===== config.mk =====
export PLATFORM = sky130hd
export DESIGN_NAME = rx_dual_set_fifo
export DESIGN_NICKNAME = d
export VERILOG_FILES = /design/src/rtl/rxq_pkg.sv /design/src/rtl/rxq_cap_dec.sv /design/src/rtl/rxq_store.sv /design/src/rtl/rxq_set_track.sv /design/src/rtl/rxq_wr_side.sv /design/src/rtl/rxq_rd_side.sv /design/src/rtl/rx_dual_set_fifo.sv
export SDC_FILE = /design/constraint.sdc
export NUM_CORES = 1
export LEC_CHECK = 0
export BUFFER_PORTS_ARGS = -buffer_cell sky130_fd_sc_hd__buf_2
export CAP_MARGIN = 10
export CORE_ASPECT_RATIO = 2
export CORE_MARGIN = 2
export CORE_UTILIZATION = 38
export CTS_BUF_LIST = sky130_fd_sc_hd__clkbuf_8
export CTS_CLUSTER_SIZE = 24
export DETAILED_ROUTE_END_ITERATION = 16
export PLACE_DENSITY = 0.58
export SLEW_MARGIN = 5
export SYNTH_ARGS = -nofsm -noshare
export SYNTH_HDL_FRONTEND = slang
export SYNTH_SLANG_ARGS = --single-unit

===== constraint.sdc =====
create_clock -name clk -period 3.23 [get_ports clk]
set_input_delay 0.323 -clock clk [delete_from_list [all_inputs] [get_ports clk]]
set_output_delay 0.323 -clock clk [all_outputs]
set_load 0.01 [all_outputs]

===== src/rtl/rxq_pkg.sv =====
package rxq_pkg;

  // Nominal per-set capacity in bytes before clamping to the storage size.
  function automatic int unsigned rxq_nominal_bytes(input logic [1:0] code,
                                                    input logic       iso,
                                                    input logic       ext);
    int unsigned n;
    if (iso) begin
      case (code)
        2'd0:    n = 64;
        2'd1:    n = 256;
        2'd2:    n = 512;
        default: n = 1024;
      endcase
    end else begin
      case (code)
        2'd0:    n = 16;
        2'd1:    n = 64;
        2'd2:    n = ext ? 8  : 64;
        default: n = ext ? 32 : 64;
      endcase
    end
    return n;
  endfunction

endpackage


===== src/rtl/rxq_cap_dec.sv =====
module rxq_cap_dec #(
  parameter int unsigned MAXB = 64,
  parameter int unsigned AW   = $clog2(MAXB) + 1
) (
  input  logic [1:0]    cfg_size,
  input  logic          cfg_iso,
  input  logic          cfg_ext,
  output logic [AW-1:0] cap
);
  import rxq_pkg::*;

  int unsigned nominal;

  always_comb begin
    nominal = rxq_nominal_bytes(cfg_size, cfg_iso, cfg_ext);
    if (nominal > MAXB) cap = AW'(MAXB);
    else                cap = AW'(nominal);
  end

endmodule


===== src/rtl/rxq_store.sv =====
module rxq_store #(
  parameter int unsigned AW = 7,
  localparam int unsigned DEPTH = 1 << AW
) (
  input  logic          clk,
  input  logic          we,
  input  logic [AW-1:0] waddr,
  input  logic [7:0]    wdata,
  input  logic [AW-1:0] raddr,
  output logic [7:0]    rdata
);

  logic [7:0] mem [DEPTH];

  always_ff @(posedge clk) begin
    if (we) mem[waddr] <= wdata;
  end

  assign rdata = mem[raddr];

endmodule


===== src/rtl/rxq_set_track.sv =====
module rxq_set_track #(
  parameter int unsigned AW = 7,
  localparam int unsigned NSETS = 2
) (
  input  logic                       clk,
  input  logic                       rst_n,
  input  logic                       commit_en,
  input  logic                       commit_idx,
  input  logic [AW-1:0]              commit_cnt,
  input  logic                       rel_en,
  input  logic                       rel_idx,
  output logic [NSETS-1:0]           set_valid,
  output logic [NSETS-1:0][AW-1:0]   set_cnt
);

  for (genvar s = 0; s < NSETS; s++) begin : g_set
    logic          valid_n;
    logic [AW-1:0] cnt_n;
    logic          hit_commit;
    logic          hit_rel;

    always_comb begin
      hit_commit = commit_en && (int'(commit_idx) == s);
      hit_rel    = rel_en    && (int'(rel_idx)    == s);
      valid_n    = set_valid[s];
      cnt_n      = set_cnt[s];
      if (hit_rel) valid_n = 1'b0;
      if (hit_commit) begin
        valid_n = 1'b1;
        cnt_n   = commit_cnt;
      end
    end

    always_ff @(posedge clk or negedge rst_n) begin
      if (!rst_n) begin
        set_valid[s] <= 1'b0;
        set_cnt[s]   <= '0;
      end else begin
        set_valid[s] <= valid_n;
        set_cnt[s]   <= cnt_n;
      end
    end
  end

endmodule


===== src/rtl/rxq_wr_side.sv =====
module rxq_wr_side #(
  parameter int unsigned AW = 7
) (
  input  logic          clk,
  input  logic          rst_n,
  input  logic [AW-1:0] cap,
  input  logic          manual_eff,
  input  logic [1:0]    set_valid,
  input  logic          usb_wr_en,
  input  logic [7:0]    usb_wr_data,
  input  logic          usb_pkt_ok,
  input  logic          usb_pkt_err,
  input  logic          fw_commit,
  input  logic          fw_rewind,
  output logic          usb_ready,
  output logic          pend_ok,
  output logic          pend_err,
  output logic          ovr,
  output logic          mem_we,
  output logic [AW-1:0] mem_waddr,
  output logic [7:0]    mem_wdata,
  output logic          commit_en,
  output logic          commit_idx,
  output logic [AW-1:0] commit_cnt
);

  logic          wr_set, wr_set_n;
  logic [AW-1:0] wr_ptr, wr_ptr_n;
  logic [AW-1:0] wr_mark, wr_mark_n;
  logic          ovr_n, pend_ok_n, pend_err_n;
  logic [AW-1:0] fill;
  logic [AW-1:0] next_base;
  logic          good_end, bad_end, do_rewind, accept, room, fw_clr;

  always_comb begin
    usb_ready = !set_valid[wr_set];
    fill      = wr_ptr - wr_mark;
    room      = fill < cap;
    next_base = wr_set ? '0 : cap;
    good_end  = usb_pkt_ok && !usb_pkt_err && !ovr;
    bad_end   = usb_pkt_err || (usb_pkt_ok && ovr);
    fw_clr    = fw_commit || fw_rewind;

    if (manual_eff) begin
      commit_en = fw_commit && !fw_rewind && usb_ready;
      do_rewind = fw_rewind;
    end else begin
      commit_en = good_end && usb_ready;
      do_rewind = bad_end;
    end
    commit_idx = wr_set;
    commit_cnt = fill;

    accept    = usb_wr_en && usb_ready && !commit_en && !do_rewind;
    mem_we    = accept && room;
    mem_waddr = wr_ptr;
    mem_wdata = usb_wr_data;

    wr_set_n  = wr_set;
    wr_ptr_n  = wr_ptr;
    wr_mark_n = wr_mark;
    ovr_n     = ovr;
    if (commit_en) begin
      wr_set_n  = !wr_set;
      wr_ptr_n  = next_base;
      wr_mark_n = next_base;
      ovr_n     = 1'b0;
    end else if (do_rewind) begin
      wr_ptr_n  = wr_mark;
      ovr_n     = 1'b0;
    end else if (accept) begin
      if (room) wr_ptr_n = wr_ptr + AW'(1);
      else      ovr_n    = 1'b1;
    end

    pend_ok_n  = 1'b0;
    pend_err_n = 1'b0;
    if (manual_eff && !fw_clr) begin
      pend_ok_n  = bad_end  ? 1'b0 : (pend_ok  || good_end);
      pend_err_n = good_end ? 1'b0 : (pend_err || bad_end);
    end
  end

  always_ff @(posedge clk or negedge rst_n) begin
    if (!rst_n) begin
      wr_set   <= 1'b0;
      wr_ptr   <= '0;
      wr_mark  <= '0;
      ovr      <= 1'b0;
      pend_ok  <= 1'b0;
      pend_err <= 1'b0;
    end else begin
      wr_set   <= wr_set_n;
      wr_ptr   <= wr_ptr_n;
      wr_mark  <= wr_mark_n;
      ovr      <= ovr_n;
      pend_ok  <= pend_ok_n;
      pend_err <= pend_err_n;
    end
  end

endmodule


===== src/rtl/rxq_rd_side.sv =====
module rxq_rd_side #(
  parameter int unsigned AW = 7
) (
  input  logic                   clk,
  input  logic                   rst_n,
  input  logic [AW-1:0]          cap,
  input  logic [1:0]             set_valid,
  input  logic [1:0][AW-1:0]     set_cnt,
  input  logic                   cpu_rd_en,
  input  logic                   cpu_adv,
  output logic [AW-1:0]          mem_raddr,
  input  logic [7:0]             mem_rdata,
  output logic [7:0]             cpu_rd_data,
  output logic                   adv_busy,
  output logic [AW-1:0]          rd_count,
  output logic                   rel_en,
  output logic                   rel_idx
);

  logic          rd_set, rd_set_n;
  logic [AW-1:0] rd_off, rd_off_n;
  logic [7:0]    data_n;
  logic          busy_n;
  logic          cur_valid, take;
  logic [AW-1:0] cur_cnt;

  always_comb begin
    cur_valid = set_valid[rd_set];
    cur_cnt   = set_cnt[rd_set];
    rd_count  = cur_valid ? cur_cnt : '0;
    take      = cpu_rd_en && cur_valid && (rd_off < cur_cnt) && !adv_busy;
    mem_raddr = (rd_set ? cap : '0) + rd_off;

    rel_en  = adv_busy && cur_valid;
    rel_idx = rd_set;
    busy_n  = adv_busy ? 1'b0 : cpu_adv;

    rd_set_n = rd_set;
    rd_off_n = rd_off;
    data_n   = cpu_rd_data;
    if (rel_en) begin
      rd_set_n = !rd_set;
      rd_off_n = '0;
    end else if (take) begin
      rd_off_n = rd_off + AW'(1);
      data_n   = mem_rdata;
    end
  end

  always_ff @(posedge clk or negedge rst_n) begin
    if (!rst_n) begin
      rd_set      <= 1'b0;
      rd_off      <= '0;
      cpu_rd_data <= '0;
      adv_busy    <= 1'b0;
    end else begin
      rd_set      <= rd_set_n;
      rd_off      <= rd_off_n;
      cpu_rd_data <= data_n;
      adv_busy    <= busy_n;
    end
  end

endmodule


===== src/rtl/rx_dual_set_fifo.sv =====
module rx_dual_set_fifo #(
  parameter int unsigned MAXB = 64,
  localparam int unsigned AW  = $clog2(MAXB) + 1
) (
  input  logic          clk,
  input  logic          rst_n,
  input  logic [1:0]    cfg_size,
  input  logic          cfg_iso,
  input  logic          cfg_ext,
  input  logic          cfg_manual,
  input  logic          usb_wr_en,
  input  logic [7:0]    usb_wr_data,
  input  logic          usb_pkt_ok,
  input  logic          usb_pkt_err,
  output logic          usb_ready,
  input  logic          fw_commit,
  input  logic          fw_rewind,
  output logic          pend_ok,
  output logic          pend_err,
  input  logic          cpu_rd_en,
  output logic [7:0]    cpu_rd_data,
  input  logic          cpu_adv,
  output logic          adv_busy,
  output logic [AW-1:0] rd_count,
  output logic [1:0]    set_valid
);

  logic [AW-1:0]      cap;
  logic               manual_eff;
  logic               ovr;
  logic               mem_we;
  logic [AW-1:0]      mem_waddr, mem_raddr;
  logic [7:0]         mem_wdata, mem_rdata;
  logic               commit_en, commit_idx;
  logic [AW-1:0]      commit_cnt;
  logic               rel_en, rel_idx;
  logic [1:0][AW-1:0] set_cnt;

  assign manual_eff = cfg_manual && !cfg_iso;

  rxq_cap_dec #(.MAXB(MAXB), .AW(AW)) u_cap (
    .cfg_size (cfg_size),
    .cfg_iso  (cfg_iso),
    .cfg_ext  (cfg_ext),
    .cap      (cap)
  );

  rxq_wr_side #(.AW(AW)) u_wr (
    .clk         (clk),
    .rst_n       (rst_n),
    .cap         (cap),
    .manual_eff  (manual_eff),
    .set_valid   (set_valid),
    .usb_wr_en   (usb_wr_en),
    .usb_wr_data (usb_wr_data),
    .usb_pkt_ok  (usb_pkt_ok),
    .usb_pkt_err (usb_pkt_err),
    .fw_commit   (fw_commit),
    .fw_rewind   (fw_rewind),
    .usb_ready   (usb_ready),
    .pend_ok     (pend_ok),
    .pend_err    (pend_err),
    .ovr         (ovr),
    .mem_we      (mem_we),
    .mem_waddr   (mem_waddr),
    .mem_wdata   (mem_wdata),
    .commit_en   (commit_en),
    .commit_idx  (commit_idx),
    .commit_cnt  (commit_cnt)
  );

  rxq_store #(.AW(AW)) u_mem (
    .clk   (clk),
    .we    (mem_we),
    .waddr (mem_waddr),
    .wdata (mem_wdata),
    .raddr (mem_raddr),
    .rdata (mem_rdata)
  );

  rxq_set_track #(.AW(AW)) u_sets (
    .clk        (clk),
    .rst_n      (rst_n),
    .commit_en  (commit_en),
    .commit_idx (commit_idx),
    .commit_cnt (commit_cnt),
    .rel_en     (rel_en),
    .rel_idx    (rel_idx),
    .set_valid  (set_valid),
    .set_cnt    (set_cnt)
  );

  rxq_rd_side #(.AW(AW)) u_rd (
    .clk         (clk),
    .rst_n       (rst_n),
    .cap         (cap),
    .set_valid   (set_valid),
    .set_cnt     (set_cnt),
    .cpu_rd_en   (cpu_rd_en),
    .cpu_adv     (cpu_adv),
    .mem_raddr   (mem_raddr),
    .mem_rdata   (mem_rdata),
    .cpu_rd_data (cpu_rd_data),
    .adv_busy    (adv_busy),
    .rd_count    (rd_count),
    .rel_en      (rel_en),
    .rel_idx     (rel_idx)
  );

endmodule


Word level (Yosys, flattened, before mapping)
Memory sizes are Yosys's and may differ from the RTL's. A register that Yosys moved wholly into a read port is not among the register bits.
Index checks and enable logic that the tools add are counted.

operators by class
  $add $sub $neg = 4
  multipliers = 0
  divide/modulo/power cells = 0
  magnitude comparators = 5
  equality and inequality tests = 3
  shifts and indexed selects = 0
  mux-type cells = 38
  bitwise operators = 3
  reductions and logical operators = 45

operator list
  cell                                                             count
  two-way mux 7 bit                                                14
  one-hot mux 32 bit (3 select lines)                              1
  one-hot mux 11 bit (3 select lines)                              1
  greater-than comparator 32 x 7 -> 1 bit (second input constant)  1
  two-way mux 32 bit                                               1
  two-way mux 1 bit                                                21
  logical AND 1 bit                                                20
  adder 7 x 1 -> 7 bit (second input constant)                     2
  < comparator 7 bit                                               2
  zero test 1 bit                                                  12
  adder 7 bit                                                      1
  subtractor 7 bit                                                 1
  AND reduction 2 bit                                              3
  nonzero test 2 bit                                               3
  nonzero test 3 bit                                               2
  logical OR 1 bit                                                 4
  < comparator 1 x 2 -> 1 bit (second input constant)              2
  != test 3 x 1 -> 1 bit (second input constant)                   1
  inverter 1 bit                                                   3
  equality test 2 x 1 -> 1 bit (second input constant)             1
  equality test 2 bit (second input constant)                      1
  zero test 2 bit                                                  1

storage, ports and cells
  bits in registers = 43
  latch bits = 0
  RAM bits = 1,024
  memory bits (read-only) = 0
  word-level logic and storage cells = 112
  memories kept = 1

memory list
  memory     words  bits a word  read ports  clocked after Yosys merged registers in  write ports  RTL line         text
  u_mem.mem  128    8            1           1                                        1            rxq_store.sv:13  logic [7:0] mem [DEPTH];

Longest topological paths before layout
  depth in word-level cells = 11
  gate-level depth with buffers = 14
  depth with buffers taken out = 11

Modules after synthesis
Synthesis repeated with hierarchy kept, for this count alone.

unflattened totals
  cell total of the unflattened synthesis = 1,965
  area, all modules = 43,091.3 um^2

modules (own cells, without submodules)
  module            times used  cells an instance  area each (um^2)  sequential area each (um^2)
  rxq_store         1           1,627              39,505.4          30,749.5
  rxq_wr_side       1           156                1,530.2           450.4
  rxq_rd_side       1           133                1,347.5           425.4
  rxq_set_track     1           38                 633.1             400.4
  rxq_cap_dec       1           10                 61.3              0.0
  rx_dual_set_fifo  1           1                  13.8              0.0

Worst setup path after synthesis
Ideal clock, no wire load.

  kind = register to register
  start = register u_wr.wr_ptr[3] (netlist: u_wr.mem_waddr[3])
  end = memory u_mem.mem[127][0], enable pin
  arrival = 3.137 ns
  required time = 2.860 ns
  setup slack = -0.277 ns
  cell stages (with the launch flop) = 14
  path buffers = 2
  cell sequence = dfrtp_1 > inv_1 > ha_1 > inv_1 > fa_1 > xnor2_1 > inv_1 > ha_1 > o21a_1 > o21ai_1 > buf_2 > nand4b_1 > buf_2 > nor2_1

between the ends
  cells in the longest elaborated chain, start to end = 5

ends and longest elaborated chain
  element                                  RTL line                text
  start, declared                          rxq_wr_side.sv:28       logic [AW-1:0] wr_ptr, wr_ptr_n;
  start signal, assigned                   rxq_wr_side.sv:94       wr_ptr <= wr_ptr_n;
  subtractor 7 bit                         rxq_wr_side.sv:37       fill = wr_ptr - wr_mark;
  via commit_cnt[5]                        rx_dual_set_fifo.sv:35  logic [AW-1:0] commit_cnt;
  < comparator 7 bit                       rxq_wr_side.sv:38       room = fill < cap;
  logical AND 1 bit                        rxq_wr_side.sv:55       mem_we = accept && room;
  two-way mux 1 bit                        rxq_store.sv:16         if (we) mem[waddr] <= wdata;
  two-way mux 1 bit (implied by the code)  rxq_store.sv:16
  end, declared                            rxq_store.sv:13

The timed path passes the listed nets, and every way through them passes these cells.

Worst setup path after layout
  start = register u_wr.wr_mark[3]
  end = memory u_mem.mem[30][5], enable pin

between the ends
  cells in the longest elaborated chain, start to end = 5

ends and longest elaborated chain
  element                                  RTL line                text
  start, declared                          rxq_wr_side.sv:29       logic [AW-1:0] wr_mark, wr_mark_n;
  start signal, assigned                   rxq_wr_side.sv:95       wr_mark <= wr_mark_n;
  subtractor 7 bit                         rxq_wr_side.sv:37
  via commit_cnt[4]                        rx_dual_set_fifo.sv:35
  < comparator 7 bit                       rxq_wr_side.sv:38
  logical AND 1 bit                        rxq_wr_side.sv:55
  two-way mux 1 bit                        rxq_store.sv:16
  two-way mux 1 bit (implied by the code)  rxq_store.sv:16

The timed path passes the listed nets, and every way through them passes these cells.

==> flow_summary.yaml <==
status:
  status: "finished with violations"
  violations: "setup timing"
clocking:
  cts_htree_levels: 4
  clock_latency_ns: 0.81
  cts_tree: "built"
  cts_buffers: 139
  clk_pin_slew_ns: 0.07
  cts_sinks: 1072
  cts_root_buffer: "clkbuf_8"
  cts_buffer_depth: 3
detailed_routing:
  drc: 0
  vias_per_cell: 5.48
  wl_per_cell_um: 29.1
  drt_iter0_markers: 1662
  num_vias: 22600
  routed_wirelength_um: 120000
  firstDrtPassIters: 5
  postRouteAntennaNets: 0
yosys:
  synthSimpleGateAreaFrac_pct: 3.50
  synth_xor_xnor_area_share_pct: 0.321
  synthMuxAreaShare_pct: 14.8
  synth_cells: 2128
  ys_seq_area_share_pct: 75.2
  synth_top_cell_by_area: "edfxtp_1"
  synthArstFlopShare_pct: 4.48
  synth_edf_count: 1024
  ys_types: 65
  synth-seq-cells: 1072
  synth_compound_area_share_pct: 3.83
  yosys_warnings: 0
  synth_top_family_by_area: "multiplexers"
  syn-num-nets: 2169
  syn_area_um2: 42500
  syn_area_per_cell_um2: 20.0
  ys_dominant_reg_cell: "edfxtp_1"
  synth_area_leaders: "edfxtp_1 72%, mux4_2 13%, dfrtp_1 2.8%"
  synth_fa_ha_area_share_pct: 0.595
  synth.most_common_cell: "edfxtp_1"
  synthTopCellsByCount: "1024 x edfxtp_1, 242 x mux4_2, 172 x nor2_1, 67 x nand2_1, 61 x a22oi_1"
  synth_top_area_share_pct: 72.4
sta:
  rsz0062_at_grt: "yes"
  fin_crit_sh_pct: 102
  layout_setup_ws_ns: -0.0752
  setup_viol_count_final: 297
  fin_crit_ns: 3.31
  finClkSkew_ns: 0.0300
  worstMarginPinSlew_ns: 1.02
  fmax_ghz: 0.303
  relSlewSlack_pct: 31.7
  hold_viol: 0
  drv_slew: 0
global_routing:
  antenna_found_initial: 1
  grt_max_degree: 79
  grt_pass1_wl_um: 168000
  overflow: 0
  grt_pass1_vias: 24000
  grt_util_all_layers_pct: 20.7
place:
  hpwl_um: 79000
  pre_cts_ws_ns: -0.331
  dp_cells: 3849
  portBuffers: 42
  placed_area_um2: 47100
  place.gp.congestion: 0.902
worst_setup_path:
  worstSetupStartpointType: "register"
  end_kind: "register"
  cpMostUsedCell: "buf_6"
  required_ns: 3.74
  cp_max_fo: 8
  cp.arrival_ns: 3.81
  crit_slowest_cell: "fa_1"
  cp_cell_sequence: "ha_4, inv_2, fa_1, ha_1, a21boi_1, o21a_1, o21ai_4, buf_4, nand4_1, buf_6, clkbuf_16, nor2_2, buf_6"
  worstSetupPathType: "register to register"
  cpPeakStageDelay_ns: 0.44
floorplan:
  coreArea_um2: 111000
  die_w_um: 240
  dieArea_um2: 115000
  initial_core_util_pct: 38.3
  row_count: 173
  num_io_pins: 43
  die_y_um: 477
pwr:
  p_leak_nw: 16.4
  worst_ir_drop_vdd_mv: 0.399
  power_w: 0.0352
  cellPowerDensity_nw_per_um2: 694
layout:
  final_cells: 4133
  nFillCells: 9416
  syn_to_final_growth_pct: 19.5
  drive_above_1_share_pct: 35.2
  final_nets: 2574
  final_area_um2: 50800
run:
  cap_viol_max_count: 0
min_path:
  min_path_type: "input pin to register"
==> cell families after synthesis <==
family | after synthesis
flops | 1072
mux | 324
fa+ha+maj | 19
simple gates | 332
xor+xnor | 14
buf+inv | 132
compound gates | 235
==> final cells by class <==
cell class              instances  area [µm²]  share of cell area, %
well taps                    1487        1860                   3.66
inverters                      21        78.8                  0.155
repair buffers                374        3920                   7.71
clock inverters               107         559                   1.10
clock buffers                 146        2010                   3.96
flip-flops and latches       1072       32000                   62.9
diodes                          1        2.50                0.00493
multi-input cells             925       10400                   20.5
==> path summary, 6_finish.rpt <==
| path | start | endpoint | slack (ns) | depth (start not counted) |
|---|---|---|---|---|
| worst max register to register | u_wr.wr_mark[3] | u_mem.mem[30][5] | -0.08 | 13 |
| max in group asynchronous | rst_n | u_rd.rd_off[0] | 2.27 | 2 |
| worst max-delay path | u_wr.wr_mark[3] | u_mem.mem[30][5] | -0.08 | 13 |
| worst min-delay path | cfg_size[1] | u_wr.wr_mark[4] | 0.07 | 5 |
| worst min register to register | u_sets.set_cnt[2] | u_sets.set_cnt[2] | 0.48 | 2 |
| min in group asynchronous | rst_n | u_rd.rd_off[5] | 0.22 | 2 |
==> cell usage in the layout (no fill, tap or decap), types with 15 or more instances in the layout <==
cell type and n:
edfxtp_1 1024, clkbuf_8 146, buf_4 195, o21ai_0 22
nand2_1 67, nor2_1 70, buf_2 34, buf_6 64
nand3_1 17, inv_1 56, a22oi_1 56, a21oi_1 53
mux4_2 242, clkinv_1 44, mux2i_1 60, mux2_2 22
buf_12 63, nor2_2 54, nor2_4 49, ha_1 15
dfrtp_1 45, a221oi_1 20
==> sequential cells by signal, indices dropped and copies added, names as in the netlist <==
register	cells
u_mem.mem	1024
u_sets.set_cnt	14
u_rd.cpu_rd_data	8
u_rd.rd_off	7
u_wr.mem_waddr	7
u_wr.wr_mark	4
u_sets.set_valid	2
u_rd.adv_busy	1
u_rd.rel_idx	1
u_wr.commit_idx	1
u_wr.ovr	1
u_wr.pend_err	1
u_wr.pend_ok	1
==> metrics by stage <==
step | setup TNS [ns] | utilization [%] | hold WS (ns)
final | -8.09 | 45.7 | 0.0656
after global routing | -63.72 | 45.7 | 0.0701
after CTS | 0 | 44.9 | 0.00255
after detailed placement | -7.52 | 42.4 | 0.462
after global placement | -1.55 | 42.4 | 0.459
after floorplan | -24.46 | - | 0.0274
==> critical path: cells and delay by family (launching register included) <==
kind,cells,cell delay [ns]
DFF,1,0.43
buffers and inverters,5,0.84
and+or+nand+nor,2,0.30
AOI/OAI and AO/OA,3,0.49
adders and majority gates,3,0.92
==> power breakdown <==
group	leakage, nW	internal, W	switching (W)
Combinational	5.15	0.00421	0.00578
Clock	1.45	0.00453	0.00499
Sequential	9.82	0.0155	0.000271
==> routing by layer <==
layer / global-route usage (%) / up-vias / share of wire (%)
met4: 15.2 / 0 / 8.7
met2: 38.8 / 795 / 55
met5: 0 / - / 0
met1: 20.3 / 11900 / 32
met3: 3.04 / 337 / 4.2
li1: - / 9600 / -
==> repair_timing <==
item,in CTS,in global routing
resized for setup,9,183
pin swaps,1,8
gates cloned,1,7
hold buffers,8,0
hold endpoints to repair,44,0
setup endpoints to repair,275,1029
buffers inserted,0,14
Note: power is estimated with default switching activity, not from simulation.
